`src/rtl/ide_pio_pkg.sv`:
```
package ide_pio_pkg;
  localparam int unsigned NIB_W  = 4;
  localparam int unsigned BYTE_W = 2 * NIB_W;
  localparam int unsigned SLOT_N = 3;
  localparam int unsigned DRV_N  = 2;

  typedef enum logic [1:0] {PH_IDLE, PH_SETUP, PH_ACT, PH_REC} phase_t;

  typedef struct packed {
    logic [NIB_W-1:0] setup;
    logic [NIB_W-1:0] act;
    logic [NIB_W-1:0] rec;
  } tm_t;

  // slot: 0 = 16-bit read, 1 = 16-bit write, 2 = 8-bit
  function automatic logic [1:0] slot_of(input logic wr, input logic w8);
    if (w8) return 2'd2;
    return wr ? 2'd1 : 2'd0;
  endfunction

  function automatic logic [2:0] byte_index(input logic drv, input logic [1:0] slot);
    return (drv ? 3'(SLOT_N) : 3'd0) + {1'b0, slot};
  endfunction

  function automatic logic [15:0] bus_word(input logic w8, input logic [15:0] d);
    return w8 ? {8'h00, d[7:0]} : d;
  endfunction
endpackage

```
`src/rtl/ide_pio_regs.sv`:
```
module ide_pio_regs
  import ide_pio_pkg::*;
#(
  parameter int unsigned AW = 3
) (
  input  logic              clk,
  input  logic              rst_n,
  input  logic              cfg_we,
  input  logic [AW-1:0]     cfg_addr,
  input  logic [BYTE_W-1:0] cfg_wdata,
  input  logic              drv_slave,
  input  logic              acc_write,
  input  logic              acc_8bit,
  output tm_t               tm_o
);
  localparam int unsigned TB_N = DRV_N * SLOT_N;

  logic [BYTE_W-1:0] setup_q;
  logic [BYTE_W-1:0] tbyte_q [TB_N];

  always_ff @(posedge clk or negedge rst_n) begin
    if (!rst_n)                                setup_q <= '1;
    else if (cfg_we && cfg_addr == AW'(0))     setup_q <= cfg_wdata;
  end

  for (genvar i = 0; i < TB_N; i++) begin : g_tb
    always_ff @(posedge clk or negedge rst_n) begin
      if (!rst_n)                                tbyte_q[i] <= '1;
      else if (cfg_we && cfg_addr == AW'(i + 1)) tbyte_q[i] <= cfg_wdata;
    end
  end

  logic [2:0]        idx;
  logic [BYTE_W-1:0] sel_byte;

  always_comb begin
    idx        = byte_index(drv_slave, slot_of(acc_write, acc_8bit));
    sel_byte   = tbyte_q[idx];
    tm_o.setup = drv_slave ? setup_q[BYTE_W-1:NIB_W] : setup_q[NIB_W-1:0];
    tm_o.act   = sel_byte[BYTE_W-1:NIB_W];
    tm_o.rec   = sel_byte[NIB_W-1:0];
  end
endmodule

```
`src/rtl/ide_pio_seq.sv`:
```
module ide_pio_seq
  import ide_pio_pkg::*;
(
  input  logic   clk,
  input  logic   rst_n,
  input  logic   req,
  input  tm_t    tm_i,
  input  logic   iordy,
  output phase_t ph_o,
  output logic   accept_o,
  output logic   act_done_o,
  output logic   ack_o
);
  phase_t           ph_q;
  logic [NIB_W-1:0] cnt_q;
  tm_t              tm_q;
  logic             ack_q;
  logic             cnt_zero, rec_done;

  assign cnt_zero   = (cnt_q == '0);
  assign accept_o   = (ph_q == PH_IDLE) && req;
  assign act_done_o = (ph_q == PH_ACT) && cnt_zero && iordy;
  assign rec_done   = (ph_q == PH_REC) && cnt_zero;

  always_ff @(posedge clk or negedge rst_n) begin
    if (!rst_n) begin
      ph_q  <= PH_IDLE;
      cnt_q <= '0;
      tm_q  <= '0;
      ack_q <= 1'b0;
    end else begin
      ack_q <= rec_done;
      unique case (ph_q)
        PH_IDLE: if (accept_o) begin
          ph_q  <= PH_SETUP;
          cnt_q <= tm_i.setup;
          tm_q  <= tm_i;
        end
        PH_SETUP: if (cnt_zero) begin
          ph_q  <= PH_ACT;
          cnt_q <= tm_q.act;
        end else cnt_q <= cnt_q - 1'b1;
        PH_ACT: if (!cnt_zero) cnt_q <= cnt_q - 1'b1;
          else if (iordy) begin
            ph_q  <= PH_REC;
            cnt_q <= tm_q.rec;
          end
        PH_REC: if (cnt_zero) ph_q <= PH_IDLE;
          else cnt_q <= cnt_q - 1'b1;
        default: ph_q <= PH_IDLE;
      endcase
    end
  end

  assign ph_o  = ph_q;
  assign ack_o = ack_q;


  ack_pulse_chk: assert property (@(posedge clk) disable iff (!rst_n) ack_q |=> !ack_q);

  busy_end_chk: assert property (@(posedge clk) disable iff (!rst_n)
    $fell(ph_q != PH_IDLE) |-> ack_q);

  tm_hold_chk: assert property (@(posedge clk) disable iff (!rst_n)
    (ph_q != PH_IDLE && $past(ph_q) != PH_IDLE) |-> $stable(tm_q));

  ready_hold_chk: assert property (@(posedge clk) disable iff (!rst_n)
    (ph_q == PH_ACT && cnt_zero && !iordy) |=> ph_q == PH_ACT);
endmodule

```
`src/rtl/ide_pio_dp.sv`:
```
module ide_pio_dp
  import ide_pio_pkg::*;
#(
  parameter int unsigned DW = 16,
  parameter int unsigned RA = 3
) (
  input  logic          clk,
  input  logic          rst_n,
  input  phase_t        ph_i,
  input  logic          accept_i,
  input  logic          act_done_i,
  input  logic          acc_write,
  input  logic          acc_8bit,
  input  logic          acc_ctl,
  input  logic [RA-1:0] acc_reg,
  input  logic [DW-1:0] acc_wdata,
  input  logic [DW-1:0] dd_in,
  output logic [DW-1:0] rdata,
  output logic [1:0]    cs_n,
  output logic [RA-1:0] addr,
  output logic          rd_n,
  output logic          wr_n,
  output logic          dd_oe,
  output logic [DW-1:0] dd_out
);
  logic          wr_q, w8_q, ctl_q;
  logic [RA-1:0] reg_q;
  logic [DW-1:0] wd_q, rd_q;
  logic          in_acc;

  always_ff @(posedge clk or negedge rst_n) begin
    if (!rst_n) begin
      wr_q <= 1'b0; w8_q <= 1'b0; ctl_q <= 1'b0;
      reg_q <= '0; wd_q <= '0;
    end else if (accept_i) begin
      wr_q  <= acc_write;
      w8_q  <= acc_8bit;
      ctl_q <= acc_ctl;
      reg_q <= acc_reg;
      wd_q  <= bus_word(acc_8bit, acc_wdata);
    end
  end

  always_ff @(posedge clk or negedge rst_n) begin
    if (!rst_n)                  rd_q <= '0;
    else if (act_done_i && !wr_q) rd_q <= bus_word(w8_q, dd_in);
  end

  assign in_acc = (ph_i != PH_IDLE);
  assign rdata  = rd_q;
  assign cs_n   = !in_acc ? 2'b11 : (ctl_q ? 2'b01 : 2'b10);
  assign addr   = in_acc ? reg_q : '0;
  assign rd_n   = !((ph_i == PH_ACT) && !wr_q);
  assign wr_n   = !((ph_i == PH_ACT) && wr_q);
  assign dd_oe  = wr_q && (ph_i == PH_SETUP || ph_i == PH_ACT);
  assign dd_out = dd_oe ? wd_q : '0;


  strobe_excl_chk: assert property (@(posedge clk) disable iff (!rst_n) !(!rd_n && !wr_n));

  oe_read_chk: assert property (@(posedge clk) disable iff (!rst_n) dd_oe |-> rd_n);

  strobe_cs_chk: assert property (@(posedge clk) disable iff (!rst_n)
    (!rd_n || !wr_n) |-> $countones(cs_n) == 1);
endmodule

```
`src/rtl/ide_pio_strobe.sv`:
```
module ide_pio_strobe
  import ide_pio_pkg::*;
#(
  parameter int unsigned DW = 16,
  parameter int unsigned RA = 3,
  parameter int unsigned CA = 3
) (
  input  logic              clk,
  input  logic              rst_n,
  input  logic              cfg_we,
  input  logic [CA-1:0]     cfg_addr,
  input  logic [BYTE_W-1:0] cfg_wdata,
  input  logic              req,
  input  logic              drv_slave,
  input  logic              acc_write,
  input  logic              acc_8bit,
  input  logic              acc_ctl,
  input  logic [RA-1:0]     acc_reg,
  input  logic [DW-1:0]     acc_wdata,
  output logic              ack,
  output logic              busy,
  output logic [DW-1:0]     rdata,
  output logic [1:0]        ata_cs_n,
  output logic [RA-1:0]     ata_addr,
  output logic              ata_rd_n,
  output logic              ata_wr_n,
  output logic              ata_dd_oe,
  output logic [DW-1:0]     ata_dd_out,
  input  logic [DW-1:0]     ata_dd_in,
  input  logic              ata_iordy
);
  tm_t    tm_sel;
  phase_t ph;
  logic   accept, act_done;

  ide_pio_regs #(.AW(CA)) u_regs (
    .clk(clk), .rst_n(rst_n), .cfg_we(cfg_we), .cfg_addr(cfg_addr),
    .cfg_wdata(cfg_wdata), .drv_slave(drv_slave), .acc_write(acc_write),
    .acc_8bit(acc_8bit), .tm_o(tm_sel));

  ide_pio_seq u_seq (
    .clk(clk), .rst_n(rst_n), .req(req), .tm_i(tm_sel), .iordy(ata_iordy),
    .ph_o(ph), .accept_o(accept), .act_done_o(act_done), .ack_o(ack));

  ide_pio_dp #(.DW(DW), .RA(RA)) u_dp (
    .clk(clk), .rst_n(rst_n), .ph_i(ph), .accept_i(accept), .act_done_i(act_done),
    .acc_write(acc_write), .acc_8bit(acc_8bit), .acc_ctl(acc_ctl),
    .acc_reg(acc_reg), .acc_wdata(acc_wdata), .dd_in(ata_dd_in), .rdata(rdata),
    .cs_n(ata_cs_n), .addr(ata_addr), .rd_n(ata_rd_n), .wr_n(ata_wr_n),
    .dd_oe(ata_dd_oe), .dd_out(ata_dd_out));

  assign busy = (ph != PH_IDLE);
endmodule

```
`config.mk`:
```
export PLATFORM = sky130hd
export DESIGN_NAME = ide_pio_strobe
export DESIGN_NICKNAME = d
export VERILOG_FILES = /design/src/rtl/ide_pio_pkg.sv /design/src/rtl/ide_pio_regs.sv /design/src/rtl/ide_pio_seq.sv /design/src/rtl/ide_pio_dp.sv /design/src/rtl/ide_pio_strobe.sv
export SDC_FILE = /design/constraint.sdc
export NUM_CORES = 1
export LEC_CHECK = 0
export BUFFER_PORTS_ARGS = -buffer_cell sky130_fd_sc_hd__buf_2
export CORE_ASPECT_RATIO = 1.75
export CORE_MARGIN = 2
export CORE_UTILIZATION = 55
export CTS_CLUSTER_SIZE = 40
export DETAILED_ROUTE_END_ITERATION = 6
export HOLD_SLACK_MARGIN = 0.06
export MAX_ROUTING_LAYER = met4
export PLACE_DENSITY_LB_ADDON = 0.25
export SLEW_MARGIN = 20
export SYNTH_ARGS = -nofsm -noshare
export SYNTH_HDL_FRONTEND = slang
export SYNTH_SLANG_ARGS = --single-unit
export TNS_END_PERCENT = 100
```
`constraint.sdc`:
```
create_clock -name clk -period 2.6 [get_ports clk]
set_input_delay 0.39 -clock clk [delete_from_list [all_inputs] [get_ports clk]]
set_output_delay 0.39 -clock clk [all_outputs]
set_load 0.01 [all_outputs]
```
==> summary.txt, run 1 <==
Worst setup path
  – Reg-to-Reg End: u_dp.rdata[5]
  – Crit end category: output pin
  – Reg2Reg Setup Slack: a little over 0.5 ns
  – CP Launch Type: flop
  – Critical Path AT: 1.82 ns
  – Critical R2R Launch: u_seq.cnt_q[0]
  – Most Frequent Cell on Critical Path: inv_1
  – Setup CP Type: reg -> out
  – Worst path slowest cell: ha_1
  – Worst reg2reg path depth: 5
  – Worst path max stage delay: roughly 0.53 ns
  – Worst Path Required: between 2 and 2.5 ns
  – Worst Path Max Fanout: 17
  – Critical-path cell list: inv_1, ha_1, inv_1, nand2_1, buf_2

Synth
  – Post-synthesis cell area: between 5000 and 6000 um^2
  – Synth async-reset ratio: 100%
  – Cell variety after synth: 41
  – Post-synthesis register bit count: about 110
  – Mapped Cells: 408
  – Post-synth EDFFs: 0
  – Yosys warning count: 0
  – Syn_area_per_cell: around 13 um^2
  – Main synth FF type: dfstp_2
  – Register area share after synthesis: a little over half
  – Net count after synthesis: about 470

Global route
  – Total track usage: between 20% and 30%
  – Largest net degree at the start of global routing: between 40 and 50
  – First-pass GRT wire length: around 18000 um
  – Vias in the first global route: 3597
  – Initial antenna violation count: 0
  – Global route overflow: 0

Drt
  – Vias per cell: approximately 5.6
  – DR vias: between 3000 and 4000
  – DRC errors left: 0
  – Final antenna-violating net count: 0
  – Initial DRT Pass Iterations: 4
  – Drt initial violations: roughly 180
  – WL/cell: roughly 17 um
  – WL final: between 10000 and 15000 um

Clocking
  – CTS Sinks: 109
  – Hold_buf cts: 0
  – Clk_lat worst skew: between 0.3 and 0.4 ns
  – Clk root buf: clkbuf_16
  – CTS clk-pin slew, worst paths: 0.07 ns
  – Worst-case clock buffer depth: 2
  – TritonCTS clock tree: yes
  – H-tree depth: 3
  – Post-CTS Setup Inserts: 0
  – Post-CTS Resized: 0
  – Number of buffers created by CTS: 9

Power
  – Lkg Pwr: approximately 0.0028 uW
  – Max VDD drop: between 0.0004 and 0.0005 V
  – Final Total Pwr: 6250 uW
  – Power Density: 1030 nW/um^2

Final layout
  – Final Cell Area: roughly 6100 um^2
  – Fraction of layout cells with a size suffix above 1: a little over half
  – Nets: about 570
  – Fin cells: 627
  – N_diodes: 0
  – Area Growth Syn to Fin: 17.2%
  – # fillers: around 730

STA
  – Final number of max-transition violations: 0
  – Worst-margin pin slew: ~0.84 ns
  – # setup viols final: 0
  – Final critical-path required period: 2.21 ns
  – Final setup TNS: 0 ns
  – Period Utilization, post-route: 85.1%
  – RSZ-0062 raised after global routing: no
  – Max Clk Rate: 452 MHz
  – Clk_skew: a little over 0.007 ns
  – Slew HR: a little over two fifths
  – Final hold vios: 0

Placement
  – Hpwl dp: between 7000 and 8000 um
  – PortBufs: 96
  – Placed instance area: a little under 6000 um^2
  – Placed insts: 611
  – Final Wtd Congestion: 0.792

Floorplan
  – IO Pins: between 90 and 100
  – Site Rows: 46
  – Initial Utilization: between 50% and 60%
  – Core area: just over 9000 um^2
  – DIE WIDTH: between 70 and 80 um
  – Die height: 132 um
  – Die area: about 10000 um^2

Outcome
  – Status: completed

Flow run
  – Max-cap violations: 0

Worst hold path
  – Worst hold path type: in -> async
## metrics by stage
stage	setup slack, ns	util [%]	hold WS (ns)
global route	0.196	66.7	0.0909
finish	0.387	66.7	0.0567
global placement	0.277	63.5	0.424
detailed placement	0.212	63.5	0.439
floorplan	0.423	-	0.0944
CTS	0.408	66.7	0.0604
## metal layers
layer	vias to the layer above	part of all wire [%]	track usage [%]
li1	1640	-	-
met1	1718	39	25.1
met2	98	53	38.5
met3	31	4.2	4.59
met4	0	3.7	11.2
met5	-	0	-
## synthesized netlist by cell type (2+ instances only)
master | count | area, um^2
mux2i_1 | 11 | 110
mux4_2 | 8 | 180
mux2_2 | 76 | 856
clkbuf_1 | 11 | 41.3
nor2b_1 | 5 | 31.3
a22oi_1 | 3 | 22.5
dfrtp_1 | 53 | 1330
nor3_2 | 2 | 20.0
a21oi_1 | 9 | 45.0
mux2_4 | 4 | 60.1
o21ai_0 | 30 | 150
buf_2 | 8 | 40.0
nor2_1 | 14 | 52.6
a221oi_1 | 2 | 17.5
and3_1 | 17 | 106
ha_1 | 7 | 87.6
nand3_1 | 2 | 10.0
nand4b_1 | 3 | 26.3
nand2b_1 | 13 | 81.3
a32oi_1 | 2 | 17.5
and2_1 | 2 | 12.5
o21bai_1 | 2 | 15.0
nor3b_4 | 3 | 56.3
nand2_1 | 41 | 154
buf_6 | 2 | 22.5
dfstp_2 | 56 | 1470
inv_1 | 8 | 30.0
## worst max-delay path: cells and delay by family (launching register included)
family	cells	cell delay, ns
simple gates	1	0.09
fa+ha+maj	1	0.53
buf+inv	3	0.42
flops	1	0.42
## layout by cell type, fill, tap and decap left out, drive strengths merged, types with 3 or more instances in the layout
| cell | instances |
|---|---|
| nor3b | 3 |
| mux2 | 80 |
| buf | 104 |
| a22oi | 3 |
| dfstp | 56 |
| nor2 | 14 |
| dfrtp | 53 |
| nor2b | 5 |
| o21ai | 30 |
| nand4b | 4 |
| a21oi | 9 |
| mux2i | 11 |
| clkbuf | 13 |
| nor3 | 3 |
| clkinv | 3 |
| ha | 7 |
| nand2 | 41 |
| nand2b | 13 |
| and3 | 17 |
| inv | 8 |
| mux4 | 8 |
## registers in the layout, indices dropped and copies added, names as in the netlist
name / cells
u_dp.ctl_q: 1
u_dp.rdata: 16
u_dp.reg_q: 3
u_dp.w8_q: 1
u_dp.wd_q: 16
u_dp.wr_q: 1
u_regs.setup_q: 8
u_regs.tbyte_q: 48
u_seq.ack_o: 1
u_seq.cnt_q: 4
u_seq.ph_o: 2
u_seq.tm_q: 8
## where the power goes
part           switching, uW  internal (uW)  leakage [uW]
clock network            583            732      0.000141
logic                   1090           1090       0.00141
registers                355           2400       0.00126
## cell families after synthesis
| logic type | synth area share, % |
|---|---|
| AO/OA/AOI/OAI | 6.14 |
| adder cells (fa/ha/maj) | 2.08 |
| buffers and inverters | 2.66 |
| flip-flops | 54.1 |
| multiplexers | 23.3 |
| AND/OR/NAND/NOR | 11.8 |
## worst max-delay path by stage
stage / start / endpoint / slack [ns] / depth (start not counted)
floorplan: drv_slave / u_seq.tm_q[7] / 0.42 / 7
global placement: acc_8bit / u_seq.tm_q[1] / 0.28 / 8
detailed placement: acc_8bit / u_seq.tm_q[6] / 0.21 / 8
CTS: u_seq.ph_o[0] / ata_cs_n[1] / 0.41 / 5
global route: u_seq.ph_o[1] / ata_cs_n[1] / 0.20 / 5
finish: u_seq.ph_o[0] / ata_cs_n[1] / 0.39 / 5
## layout make-up
class | count | area [um^2] | share of cell area (%)
multi-input cells | 269 | 2240 | 36.9
flip-flops and latches | 109 | 2800 | 46.1
well taps | 120 | 150 | 2.48
repair buffers | 104 | 556 | 9.16
inverters | 9 | 33.8 | 0.557
clock buffers | 13 | 272 | 4.48
clock inverters | 3 | 17.5 | 0.289
(Power assumes the default switching activity.)
==> run 2, diff against run 1 <==
--- a/config.mk
+++ b/config.mk
@@ -5,8 +5,9 @@
 export SDC_FILE = /design/constraint.sdc
 export NUM_CORES = 1
 export LEC_CHECK = 0
+export ABC_AREA = 1
 export BUFFER_PORTS_ARGS = -buffer_cell sky130_fd_sc_hd__buf_2
-export CORE_ASPECT_RATIO = 1.75
+export CORE_ASPECT_RATIO = 0.8
 export CORE_MARGIN = 2
 export CORE_UTILIZATION = 55
 export CTS_CLUSTER_SIZE = 40
==> run 2 against run 1 <==
  * Final cell count is 32% higher
  * Synthesized cell count up 52%
  * Worst setup slack worse by 0.027 ns
  * Hold slack better by 0.0022 ns
  * Global-route usage grew 2.4 points
  * Combinational power is 9% lower
  * Total power decreased by 3.6%
  * Routed wire length increased by 11%
  * Synthesized area decreased by 0.63%
  * Cell area shrank 0.78%
==> summary.txt, run 2 <==
Outcome
  – Status: completed

Final layout
  – Most frequent cells in the layout: nand2_1 (184), buf_2 (95), o21ai_0 (90)
  – Top register by number of flip-flops: u_regs.tbyte_q
  – Number of flip-flops in the largest register: 48 (unchanged)
  – Commonest non-fill, non-tap cell in the layout: nand2_1
  – Nets: 770 (+36%)
  – N_diodes: 0 (unchanged)
  – Fraction of layout cells with a size suffix above 1: 29.1% (-24 points)
  – # fillers: 768 (+4.6%)
  – Area Growth Syn to Fin: 17.0%

Worst setup path
  – CP Launch Type: flop
  – Worst path slowest cell: dfrtp_1
  – Critical Path AT: 1.85 ns (+0.03 ns)
  – Critical-path cell list: inv_1, ha_1, nand2_1, nor2_1, buf_2
  – Crit end category: output pin
  – Worst path max stage delay: 0.38 ns (-0.15 ns)
  – Worst Path Required: 2.21 ns (about the same)
  – Worst Path Max Fanout: 17 (unchanged)
  – Reg2Reg Setup Slack: 0.74 ns (+0.23 ns)
  – Setup CP Type: reg -> out

Synth
  – Post-synth top cells: nand2_1 (184), o21ai_0 (90), nor2_1 (72), dfstp_2 (56), inv_1 (54)
  – Top-count cell post-synth: nand2_1
  – Post-synthesis register bit count: 109 (unchanged)
  – Register area share after synthesis: 54.4% (+0.34 points)
  – Cell variety after synth: 31 (-24%)
  – Top-area cell type share of the netlist area: 28.6% (+0.18 points)
  – Mapped Cells: 619 (+52%)
  – Synth async-reset ratio: 100% (unchanged)
  – Net count after synthesis: 682 (+45%)
  – Leading area contributor after synthesis: dfstp_2
  – Yosys warning count: 0 (unchanged)
  – Synth area leaders: dfstp_2 (29%), dfrtp_1 (26%), nand2_1 (13%)
  – Post-synth EDFFs: 0 (unchanged)
  – Main synth FF type: dfstp_2
  – Syn_area_per_cell: 8.31 um^2 (-35%)
  – Post-synthesis cell area: 5140 um^2 (-0.63%)

Clocking
  – Clk_lat worst skew: 0.34 ns (about the same)
  – Clk root buf: clkbuf_16
  – Post-CTS Resized: 0 (unchanged)
  – Hold_buf cts: 0 (unchanged)
  – TritonCTS clock tree: yes
  – Worst-case clock buffer depth: 2 (unchanged)
  – CTS clk-pin slew, worst paths: 0.07 ns (about the same)
  – Number of buffers created by CTS: 9 (unchanged)
  – CTS Sinks: 109 (unchanged)
  – H-tree depth: 3 (unchanged)
  – Post-CTS Setup Inserts: 0 (unchanged)

Floorplan
  – DIE WIDTH: 112 um (+45%)
  – IO Pins: 97 (unchanged)
  – Die height: 90.5 um (-32%)
  – Site Rows: 31 (-33%)
  – Initial Utilization: 56.7% (-0.25 points)
  – Die area: 10100 um^2 (-0.85%)
  – Core area: 9080 um^2 (-0.19%)

STA
  – Final hold vios: 0 (unchanged)
  – Period Utilization, post-route: 86.2% (+1.0 points)
  – # setup viols final: 0 (unchanged)
  – Final setup TNS: 0 ns (unchanged)
  – Final number of max-transition violations: 0 (unchanged)
  – Slew HR: 58.8% (+15 points)
  – Max Clk Rate: 446 MHz (-1.2%)
  – Clk_skew: 0.00783 ns (+0.000715 ns)
  – Worst-margin pin slew: 0.617 ns (-0.219 ns)
  – RSZ-0062 raised after global routing: no
  – Final critical-path required period: 2.24 ns (+0.0272 ns)

Power
  – Clk pwr share: 23.6% (+2.5 points)
  – Internal: 3910 uW (-7.2%)
  – Sw Pwr: 2110 uW (+3.9%)
  – Max VDD drop: 0.000795 V (+66%)
  – Power Density: 1000 nW/um^2 (-2.8%)
  – Final Total Pwr: 6020 uW (-3.6%)
  – Lkg Pwr: 0.00299 uW (+6.4%)
  – Flop pwr share: 43.3% (-0.7 points)
  – Logic pwr share: 33.0% (-1.9 points)
  – Sw frac: 35.0% (+2.5 points)

Drt
  – DRC errors left: 0 (unchanged)
  – Initial DRT Pass Iterations: 5 (+1)
  – Drt initial violations: 258 (+40%)
  – WL final: 11800 um (+11%)
  – Vias per cell: 5.16 (-7.2%)
  – Final antenna-violating net count: 0 (unchanged)
  – DR vias: 4267 (+22%)
  – WL/cell: 14.2 um (-16%)

Placement
  – PortBufs: 96 (unchanged)
  – Final Wtd Congestion: 0.902 (+14%)
  – Hpwl dp: 8420 um (+7.6%)

Global route
  – Total track usage: 25.1% (+2.4 points)
  – First-pass GRT wire length: 20000 um (+13%)
  – Largest net degree at the start of global routing: 61 (+27%)
  – Global route overflow: 0 (unchanged)
  – Vias in the first global route: 4163 (+16%)
  – Initial antenna violation count: 0 (unchanged)

Flow run
  – Max-cap violations: 0 (unchanged)

Worst hold path
  – Worst hold path type: in -> async
-- run 2: worst paths after layout --
check / from / end / cells past startpoint
min in group clk: ata_dd_in[2] / u_dp.rdata[2] / 3
max in group asynchronous: rst_n / u_regs.tbyte_q[3] / 2
hold reg to reg: u_dp.rdata[6] / u_dp.rdata[6] / 2
setup reg to reg: u_seq.ph_o[0] / u_dp.rdata[1] / 6
hold / removal: rst_n / u_dp.wd_q[4] / 1
setup / recovery: u_seq.ph_o[1] / ata_dd_out[3] / 5
-- run 2: layer usage --
| layer | up-vias | routed length, um | GRT usage (%) |
|---|---|---|---|
| li1 | 2120 | - | - |
| met1 | 2030 | 5630 | 35.0 |
| met2 | 105 | 5350 | 38.0 |
| met3 | 12 | 621 | 5.10 |
| met4 | 0 | 154 | 6.71 |
| met5 | - | 0 | - |
-- run 2: cell type report --
cell class                      instances  area [um^2]  share of cell area [%]
Multi-Input combinational cell        423         1980                    32.8
Sequential cell                       109         2800                    46.5
Timing Repair Buffer                  102          553                    9.19
Clock buffer                           12          268                    4.45
Tap cell                              115          144                    2.39
Clock inverter                          4         45.0                   0.748
Inverter                               62          234                    3.89
-- run 2: power groups by stage --
stage	logic [uW]	clock network (uW)	registers [uW]
6_report	1990	1420	2610
4_1_cts	2010	1440	2600
5_1_grt	2290	1510	2660
3_3_place_gp	1920	0	2620
2_1_floorplan	1370	0	2590
3_5_place_dp	1990	0	2630
-- run 2: cell families after synthesis --
kind of cell,Yosys count,synth area share [%]
adder cells (fa/ha/maj),8,2.09
flip-flops,109,54.4
buffers and inverters,87,7.15
AND/OR/NAND/NOR,280,21.9
AO/OA/AOI/OAI,134,14.3
XOR/XNOR,1,0.170
-- run 2: metrics by stage --
| stage | utilization, % | instances | hold WS, ns | cell area [um^2] | worst slack (ns) |
|---|---|---|---|---|---|
| 3_5_place_dp | 62.9 | 811 | 0.447 | 5710 | 0.388 |
| 6_report | 66.3 | 827 | 0.0589 | 6020 | 0.360 |
| 3_3_place_gp | 62.9 | 811 | 0.440 | 5710 | 0.493 |
| 4_1_cts | 66.3 | 827 | 0.0789 | 6020 | 0.338 |
| 2_1_floorplan | - | 619 | 0.0944 | 5140 | 0.690 |
| 5_1_grt | 66.3 | 827 | 0.107 | 6020 | 0.167 |
-- run 2: worst max-delay path: cells and delay by family (launching register included) --
family        cells  cell delay [ns]
buf+inv           2             0.25
flops             1             0.38
fa+ha+maj         1             0.32
simple gates      2             0.55
